File: src/rtl/rtc_irq_pkg.sv
package rtc_irq_pkg;
  localparam int unsigned RATE_W = 4;
  localparam int unsigned REG_W  = 8;
  localparam logic [2:0]  DV_RUN = 3'b010;

  typedef enum logic [1:0] {
    ADDR_CTL  = 2'd0,
    ADDR_ENA  = 2'd1,
    ADDR_STAT = 2'd2,
    ADDR_NONE = 2'd3
  } rtc_addr_e;

  typedef struct packed {
    logic inhibit;
    logic pie;
    logic aie;
    logic uie;
    logic sqwe;
    logic [2:0] spare;
  } ena_reg_t;

  typedef struct packed {
    logic pf;
    logic af;
    logic uf;
  } flags_t;
endpackage

File: src/rtl/rtc_divider.sv
module rtc_divider #(
  parameter int unsigned DIV_W    = 15,
  parameter int unsigned RATE_W   = 4,
  parameter int unsigned UIP_LEAD = 8
) (
  input  logic              clk_i,
  input  logic              rst_ni,
  input  logic              tick_i,
  input  logic              run_i,
  input  logic              hold_i,
  input  logic              inhibit_i,
  input  logic              done_i,
  input  logic [RATE_W-1:0] rate_i,
  output logic              per_evt_o,
  output logic              upd_evt_o,
  output logic              uip_o,
  output logic [DIV_W-1:0]  cnt_o
);
  localparam int unsigned    TAP_N  = 1 << RATE_W;
  localparam logic [DIV_W-1:0] UIP_AT = {DIV_W{1'b1}} - DIV_W'(UIP_LEAD);

  logic [DIV_W-1:0] cnt_q;
  logic [TAP_N-1:0] tap;
  logic             step;
  logic             uip_set;
  logic             uip_q;

  // tap[k]: the low k divider bits are all ones; the top entry is unused (code 0)
  for (genvar k = 0; k < TAP_N; k++) begin : g_tap
    if (k == 0) begin : g_first
      assign tap[k] = 1'b1;
    end else if (k == TAP_N - 1) begin : g_last
      assign tap[k] = 1'b0;
    end else begin : g_mid
      assign tap[k] = &cnt_q[k-1:0];
    end
  end

  assign step      = tick_i & run_i & ~hold_i;
  assign per_evt_o = step & (rate_i != '0) & tap[rate_i - RATE_W'(1)];
  assign upd_evt_o = step & (&cnt_q) & ~inhibit_i;
  assign uip_set   = step & (cnt_q == UIP_AT) & ~inhibit_i;

  always_ff @(posedge clk_i or negedge rst_ni) begin
    if (!rst_ni)     cnt_q <= '0;
    else if (hold_i) cnt_q <= '0;
    else if (step)   cnt_q <= cnt_q + DIV_W'(1);
  end

  always_ff @(posedge clk_i or negedge rst_ni) begin
    if (!rst_ni)               uip_q <= 1'b0;
    else if (uip_set)          uip_q <= 1'b1;
    else if (done_i || hold_i) uip_q <= 1'b0;
  end

  assign uip_o = uip_q;
  assign cnt_o = cnt_q;
endmodule

File: src/rtl/rtc_flags.sv
module rtc_flags
  import rtc_irq_pkg::*;
(
  input  logic   clk_i,
  input  logic   rst_ni,
  input  flags_t set_i,
  input  flags_t en_i,
  input  logic   clr_i,
  output flags_t flags_o,
  output logic   irqf_o
);
  flags_t fl_q, fl_d;
  logic   irqf_q, irqf_d;

  // events in the clearing cycle survive into the new value
  always_comb begin
    fl_d   = clr_i ? set_i : (fl_q | set_i);
    irqf_d = (irqf_q & ~clr_i) | (|(fl_d & en_i));
  end

  always_ff @(posedge clk_i or negedge rst_ni) begin
    if (!rst_ni) begin
      fl_q   <= '0;
      irqf_q <= 1'b0;
    end else begin
      fl_q   <= fl_d;
      irqf_q <= irqf_d;
    end
  end

  assign flags_o = fl_q;
  assign irqf_o  = irqf_q;
endmodule

File: src/rtl/rtc_sqw.sv
module rtc_sqw (
  input  logic clk_i,
  input  logic rst_ni,
  input  logic en_i,
  input  logic toggle_i,
  output logic sqw_o
);
  logic sqw_q;

  always_ff @(posedge clk_i or negedge rst_ni) begin
    if (!rst_ni)       sqw_q <= 1'b0;
    else if (!en_i)    sqw_q <= 1'b0;
    else if (toggle_i) sqw_q <= ~sqw_q;
  end

  assign sqw_o = sqw_q;
endmodule

File: src/rtl/rtc_irq_unit.sv
module rtc_irq_unit
  import rtc_irq_pkg::*;
#(
  parameter int unsigned DIV_W    = 15,
  parameter int unsigned UIP_LEAD = 8
) (
  input  logic       clk_i,
  input  logic       rst_ni,
  input  logic       tick_i,
  input  logic [1:0] addr_i,
  input  logic       wr_i,
  input  logic       rd_i,
  input  logic [7:0] wdata_i,
  output logic [7:0] rdata_o,
  input  logic       alarm_i,
  input  logic       upd_done_i,
  output logic       irq_o,
  output logic       sqw_o,
  output logic       per_tick_o,
  output logic       upd_start_o
);
  rtc_addr_e         addr;
  logic [2:0]        dv_q;
  logic [RATE_W-1:0] rate_q;
  ena_reg_t          ena_q;
  logic              run, hold, rd_c;
  logic              per_evt, upd_evt, uip;
  logic [DIV_W-1:0]  cnt;
  flags_t            flags, fl_set, fl_en;
  logic              irqf;
  logic              per_q, upd_q;

  assign addr = rtc_addr_e'(addr_i);
  assign run  = (dv_q == DV_RUN);
  assign hold = (dv_q[2:1] == 2'b11);
  assign rd_c = rd_i & (addr == ADDR_STAT);

  always_ff @(posedge clk_i or negedge rst_ni) begin
    if (!rst_ni) begin
      dv_q   <= '0;
      rate_q <= '0;
      ena_q  <= '0;
    end else if (wr_i) begin
      case (addr)
        ADDR_CTL: {dv_q, rate_q} <= wdata_i[6:0];
        ADDR_ENA: ena_q <= ena_reg_t'(wdata_i);
        default: ;
      endcase
    end
  end

  rtc_divider #(
    .DIV_W   (DIV_W),
    .RATE_W  (RATE_W),
    .UIP_LEAD(UIP_LEAD)
  ) i_divider (
    .clk_i    (clk_i),
    .rst_ni   (rst_ni),
    .tick_i   (tick_i),
    .run_i    (run),
    .hold_i   (hold),
    .inhibit_i(ena_q.inhibit),
    .done_i   (upd_done_i),
    .rate_i   (rate_q),
    .per_evt_o(per_evt),
    .upd_evt_o(upd_evt),
    .uip_o    (uip),
    .cnt_o    (cnt)
  );

  assign fl_set = '{pf: per_evt, af: alarm_i, uf: upd_done_i};
  assign fl_en  = '{pf: ena_q.pie, af: ena_q.aie, uf: ena_q.uie};

  rtc_flags i_flags (
    .clk_i  (clk_i),
    .rst_ni (rst_ni),
    .set_i  (fl_set),
    .en_i   (fl_en),
    .clr_i  (rd_c),
    .flags_o(flags),
    .irqf_o (irqf)
  );

  rtc_sqw i_sqw (
    .clk_i   (clk_i),
    .rst_ni  (rst_ni),
    .en_i    (ena_q.sqwe & (rate_q != '0) & ~hold),
    .toggle_i(per_evt),
    .sqw_o   (sqw_o)
  );

  always_ff @(posedge clk_i or negedge rst_ni) begin
    if (!rst_ni) begin
      per_q <= 1'b0;
      upd_q <= 1'b0;
    end else begin
      per_q <= per_evt;
      upd_q <= upd_evt;
    end
  end

  always_comb begin
    case (addr)
      ADDR_CTL:  rdata_o = {uip, dv_q, rate_q};
      ADDR_ENA:  rdata_o = ena_q;
      ADDR_STAT: rdata_o = {irqf, flags, 4'b0000};
      default:   rdata_o = '0;
    endcase
  end

  assign irq_o       = irqf;
  assign per_tick_o  = per_q;
  assign upd_start_o = upd_q;
endmodule

File: config.mk
export PLATFORM = sky130hd
export DESIGN_NAME = rtc_irq_unit
export DESIGN_NICKNAME = d
export VERILOG_FILES = /design/src/rtl/rtc_irq_pkg.sv /design/src/rtl/rtc_divider.sv /design/src/rtl/rtc_flags.sv /design/src/rtl/rtc_sqw.sv /design/src/rtl/rtc_irq_unit.sv
export SDC_FILE = /design/constraint.sdc
export NUM_CORES = 1
export LEC_CHECK = 0
export CAP_MARGIN = 15
export CORE_MARGIN = 1
export CORE_UTILIZATION = 54
export CTS_CLUSTER_DIAMETER = 200
export DETAILED_ROUTE_END_ITERATION = 6
export PLACE_DENSITY = 0.85
export RECOVER_POWER = 100
export SLEW_MARGIN = 20
export SYNTH_ARGS = -nofsm -noshare
export SYNTH_HDL_FRONTEND = slang
export SYNTH_SLANG_ARGS = --single-unit
File: constraint.sdc
create_clock -name clk_i -period 2.8 [get_ports clk_i]
set_input_delay 0.42 -clock clk_i [delete_from_list [all_inputs] [get_ports clk_i]]
set_output_delay 0.42 -clock clk_i [all_outputs]
set_load 0.01 [all_outputs]
==> metrics.yaml, run 1 <==
outcome: "finished with violations"
violations: "max-capacitance violations, max-slew violations"
seq_area_frac_synth_pct: 46.88
syn-num-nets: 214
hpwl_um: 3093
drt_wl_total_um: 4271
start_util_pct: 58.48
cts_tree: "built"
netlist_area_um2: 2028
holdBufCountCts: 0
path_clk_slew_ns: 0.08
fillers: 273
hold_violations: 0
synth_cell_type_count: 42
root_buffer: "clkbuf_8"
fp-row-count: 21
ir_worst_vdd_mv: 0.5821
placed_area_um2: 2384
min-delay-path-class: "reg2reg"
switching_share_pct: 27.31
worstMarginPinSlew_ns: 1.957
gr-usage-all-layers_pct: 25.11
firstDrtPassIters: 5
wl_per_cell_um: 15.59
grt_pass1_vias: 1640
synth_edf_count: 0
slew_headroom_pct: -30.44
setup_tns_ns: 0
period_share_pct: 93.14
clk_path_buf_depth: 2
post_cts_buffers: 0
layout_common_cells: "dfrtp_1 (38), nor2_1 (18), nand2_1 (14), o21ai_0 (14), dlygate4sd3_1 (14)"
layout_min_cycle_time_ns: 2.608
async_reset_ff_share_pct: 100.0
die-area_um2: 4005
setup_viol: 0
diodes: 0
ant_nets: 0
rsz0062_at_grt: "no"
vias: 1644
gp_congestion: 0.8628
p_comb_share_pct: 20.4
clock_latency_ns: 0.29
ys_ff_latch: 38
die_w_um: 63.29
power.switching_uw: 421.7
dieHeight_um: 63.29
core-area_um2: 3468
p_int_uw: 1122
layout_commonest_cell: "dfrtp_1"
p_seq_share_pct: 43.8
post-route-cell-area_um2: 2500
yosys_warnings: 0
syn2layout_area_growth_pct: 23.26
netlist_instances: 191
synth_top_flop_cell: "dfrtp_1"
htreeDepth: 2
io_pins: 29
clock-sinks: 38
max_cap_viol_count: 1
reg2reg_setup_slack_ns: 0.38
drt_iter0_drc: 60
cp_data_required_time_ns: 2.38
endpoint_kind: "primary output"
drv_slew: 39
holdWs_ns: 0.5087
p_leak_uw: 0.001080
critPathMaxFanout: 6
power_frac_clock_pct: 35.8
antenna_found_initial: 0
max_freq_mhz: 383.4
nets: 250
finClkSkew_ns: 0.008754
crit_type: "in2out"
grt_max_degree: 39
drive_above_1_share_pct: 11.84
power.density_nw_per_um2: 617.6
arrival_ns: 2.19
portBuffers: 28
avgViaCountPerCell: 6.000
grt-ovfl-total: 0
drc: 0
cts_buffers: 5
grt_pass1_wl_um: 7721
syn_avg_cell_area_um2: 10.62
start_kind: "input port"
ctsResizeCount: 0
==> registers in the layout (all words and copies together), names as in the netlist <==
name,count
i_flags.irqf_o,1
per_tick_o,1
ena_q,8
upd_start_o,1
dv_q,3
rate_q,4
i_sqw.sqw_o,1
i_flags.flags_o,3
i_divider.uip_o,1
i_divider.cnt_o,15
==> through the flow <==
stage / util, % / cells / worst slack, ns / power, uW
floorplan: - / 191 / 0.7023 / 878.6
global placement: 68.72 / 266 / 0.3971 / 1003
detailed placement: 68.72 / 266 / 0.3061 / 1012
CTS: 72.69 / 274 / 0.3009 / 1570
global route: 72.08 / 274 / 0.08507 / 1623
finish: 72.08 / 274 / 0.1921 / 1544
==> per-layer routing <==
layer | vias to the layer above | global-route usage (%) | wire [um]
met1 | 816 | 33.73 | 2013
met2 | 44 | 39.78 | 2025
met3 | 11 | 4.891 | 154
met5 | - | 0 | 0
met4 | 0 | 10.23 | 77
li1 | 773 | - | -
==> synth_stat cells, types with 2 or more instances <==
| master | number | area share (%) |
|---|---|---|
| nand2b_1 | 3 | 0.93 |
| or3_1 | 3 | 0.93 |
| a21o_1 | 3 | 1.1 |
| nor2b_1 | 2 | 0.62 |
| nor2_1 | 18 | 3.3 |
| dfrtp_1 | 38 | 47 |
| nand4_1 | 6 | 1.9 |
| and3_1 | 2 | 0.62 |
| nor3_1 | 2 | 0.49 |
| xnor2_1 | 4 | 1.7 |
| xor2_1 | 5 | 2.2 |
| mux2i_1 | 11 | 5.4 |
| a21oi_1 | 8 | 2.0 |
| and4_1 | 3 | 1.3 |
| ha_1 | 6 | 3.7 |
| mux2_2 | 14 | 7.8 |
| nand3b_1 | 3 | 1.1 |
| nand2_1 | 14 | 2.6 |
| clkbuf_1 | 3 | 0.56 |
| inv_1 | 4 | 0.74 |
| o21ai_0 | 14 | 3.5 |
| nand3_1 | 5 | 1.2 |
==> cell type report <==
cell class              count  area (um^2)  share of cell area (%)
clock inverters             3        68.82                   2.753
repair buffers             33        296.5                   11.86
flip-flops and latches     38        950.9                   38.04
well taps                  46        57.56                   2.302
multi-input cells         144         1039                   41.54
clock buffers               5        68.82                   2.753
inverters                   5        18.77                  0.7508
==> worst max-delay path: stages <==
cell           delay (ns)
dlygate4sd3_1        0.66
nor2b_1              0.30
nand2_1              0.08
o21ai_0              0.08
dlygate4sd3_1        0.63
==> logic make-up (layout without fill, tap and decap cells) <==
family	count (synthesis)	count (layout)	synth area share (%)
AND/OR/NAND/NOR	69	69	18.94
flip-flops	38	38	46.88
AO/OA/AOI/OAI	35	35	11.72
multiplexers	25	25	13.20
XOR/XNOR	9	9	3.886
buffers and inverters	9	46	1.665
adder cells (fa/ha/maj)	6	6	3.701
==> final timing paths <==
kind	start	endpoint	cells after the start
hold reg to reg	ena_q[2]	ena_q[2]	1
max in group asynchronous	rst_ni	i_divider.cnt_o[5]	1
setup / recovery	addr_i[1]	rdata_o[6]	5
hold / removal	ena_q[2]	ena_q[2]	1
setup reg to reg	rate_q[0]	i_sqw.sqw_o	7
min in group asynchronous	rst_ni	ena_q[2]	1
==> power by group through the flow <==
stage / combinational (uW) / sequential [uW] / clock, uW
after detailed placement: 327 / 685 / 0
after global routing: 355 / 686 / 582
after floorplan: 212 / 666 / 0
after global placement: 320 / 683 / 0
after CTS: 331 / 675 / 565
final: 315 / 676 / 553
(Power assumes the default switching activity.)
==> inputs of run 2 (changes only) <==
--- a/config.mk
+++ b/config.mk
@@ -12,6 +12,7 @@
 export DETAILED_ROUTE_END_ITERATION = 6
 export PLACE_DENSITY = 0.85
 export RECOVER_POWER = 100
+export SETUP_SLACK_MARGIN = 0.4
 export SLEW_MARGIN = 20
 export SYNTH_ARGS = -nofsm -noshare
 export SYNTH_HDL_FRONTEND = slang
==> run 2 against run 1 <==
  * The run still ends with max-capacitance violations, max-slew violations left
  * Critical endpoint unchanged
  * Combinational power increased by 2%
  * Global-route usage unchanged
  * Critical path depth unchanged
  * Maximum frequency increased by 5.0%
  * Sequential share of layout area decreased by 0.17 points
  * Clock skew increased by 0.0015 ns
  * Largest cell class unchanged
  * Sequential power about the same
  * Highest routed layer unchanged
  * Critical path type unchanged
==> metrics.yaml, run 2 (synthesized netlist as in run 1, its figures left out) <==
finClkSkew_ns: 0.01023
core-area_um2: 3468
arrival_ns: 2.06
endpoint_kind: "primary output"
nets: 250
antenna_found_initial: 0
grt_pass1_vias: 1640
fp-row-count: 21
p_total_uw: 1552
die-area_um2: 4005
dieHeight_um: 63.29
drc: 0
crit_type: "in2out"
max_freq_mhz: 402.8
start_util_pct: 58.48
rsz0062_at_grt: "no"
vias: 1607
ant_nets: 0
clock_latency_ns: 0.30
drv_slew: 39
p_leak_uw: 0.001084
hpwl_um: 3093
gp_congestion: 0.8628
layout_min_cycle_time_ns: 2.483
cts_buffers: 5
path_clk_slew_ns: 0.08
syn2layout_area_growth_pct: 23.81
start_kind: "input port"
max_cap_viol_count: 1
setup_viol: 0
layout_common_cells: "dfrtp_1 (38), nor2_1 (18), nand2_1 (14), o21ai_0 (14)"
reg2reg_setup_slack_ns: 0.40
grt_max_degree: 39
die_w_um: 63.29
min-delay-path-class: "reg2reg"
htreeDepth: 2
largest_register_ffs: 15
firstDrtPassIters: 4
cp_data_required_time_ns: 2.38
layout_commonest_cell: "dfrtp_1"
root_buffer: "clkbuf_8"
period_share_pct: 88.67
setup_tns_ns: 0
outcome: "finished with violations"
avgViaCountPerCell: 5.865
diodes: 0
portBuffers: 28
hold_violations: 0
power.density_nw_per_um2: 618.0
grt-ovfl-total: 0
slew_headroom_pct: -30.83
grt_pass1_wl_um: 7721
clock-sinks: 38
clk_path_buf_depth: 2
drt_iter0_drc: 83
final_core_util_pct: 72.40
drive_above_1_share_pct: 13.16
io_pins: 29
violations: "max-capacitance violations, max-slew violations"
wl_per_cell_um: 15.72
holdBufCountCts: 0
critPathMaxFanout: 4
drt_wl_total_um: 4306
worstMarginPinSlew_ns: 1.963
ir_worst_vdd_mv: 0.5845
gr-usage-all-layers_pct: 25.11
cts_tree: "built"
==> run 2: cell types whose count changed in the layout (fill, tap and decap cells not counted) <==
cell / before / now
buf_4: 1 / 2
dlygate4sd3_1: 14 / 13
inv_4: 0 / 1
dlygate4sd2_1: 0 / 1
clkbuf_1: 5 / 4
inv_1: 5 / 4
a2111oi_0: 1 / 0
a2111oi_2: 1 / 2
==> run 2: power by group <==
part	internal, uW	total, uW	switching (uW)
Clock	357	555	198
Sequential	609	677	67.7
Combinational	159	320	161
==> run 2: path summary, 6_finish.rpt <==
path | cells past startpoint | startpoint | endpoint
worst max register to register | 7 | rate_q[0] | i_sqw.sqw_o
min in group asynchronous | 1 | rst_ni | ena_q[2]
worst min register to register | 1 | ena_q[2] | ena_q[2]
max in group asynchronous | 1 | rst_ni | i_divider.cnt_o[5]
worst min-delay path | 1 | ena_q[2] | ena_q[2]
worst max-delay path | 5 | addr_i[0] | rdata_o[6]
==> run 2: repair_timing <==
item,CTS,global route
endpoints found under the hold margin,0,0
buffers inserted,0,0
pin swaps,0,2
endpoints found under the setup margin,4,4
resized for setup,2,6
==> run 2: stage by stage <==
stage | setup WS (ns) | cells | hold WS (ns) | instance area (um^2)
floorplan | 0.7023 | 191 | 0.1244 | 2028
CTS | 0.4315 | 274 | 0.2339 | 2522
finish | 0.3172 | 274 | 0.5088 | 2511
detailed placement | 0.3061 | 266 | 0.4955 | 2384
global route | 0.2115 | 274 | 0.5308 | 2511
global placement | 0.3971 | 266 | 0.4877 | 2384
==> run 2: area by class of cell <==
type	instances	area, um^2
Multi-Input combinational cell	144	1045
Fill cell	268	957.2
Sequential cell	38	950.9
Timing Repair Buffer	33	299.0
Clock buffer	5	68.82
Clock inverter	3	68.82
Tap cell	46	57.56
Inverter	5	21.27
==> run 2: critical path: stages <==
cell	delay (ns)
dlygate4sd3_1	0.55
nor2b_1	0.29
nand2_1	0.08
o21ai_0	0.08
dlygate4sd3_1	0.63
==> run 2: layer usage <==
metal / vias to the layer above / track usage [%] / share of wire [%]
li1: 766 / - / -
met2: 30 / 39.78 / 48
met5: - / 0 / 0
met1: 804 / 33.73 / 47
met4: 0 / 10.23 / 1.7
met3: 7 / 4.891 / 3.1
==> inputs of run 3 (changes only) <==
--- a/config.mk
+++ b/config.mk
@@ -13,6 +13,7 @@
 export PLACE_DENSITY = 0.85
 export RECOVER_POWER = 100
 export SETUP_SLACK_MARGIN = 0.4
+export SKIP_LAST_GASP = 1
 export SLEW_MARGIN = 20
 export SYNTH_ARGS = -nofsm -noshare
 export SYNTH_HDL_FRONTEND = slang
==> results of run 3 <==
No change in the layout: final DEF, timing and power equal those of run 2.
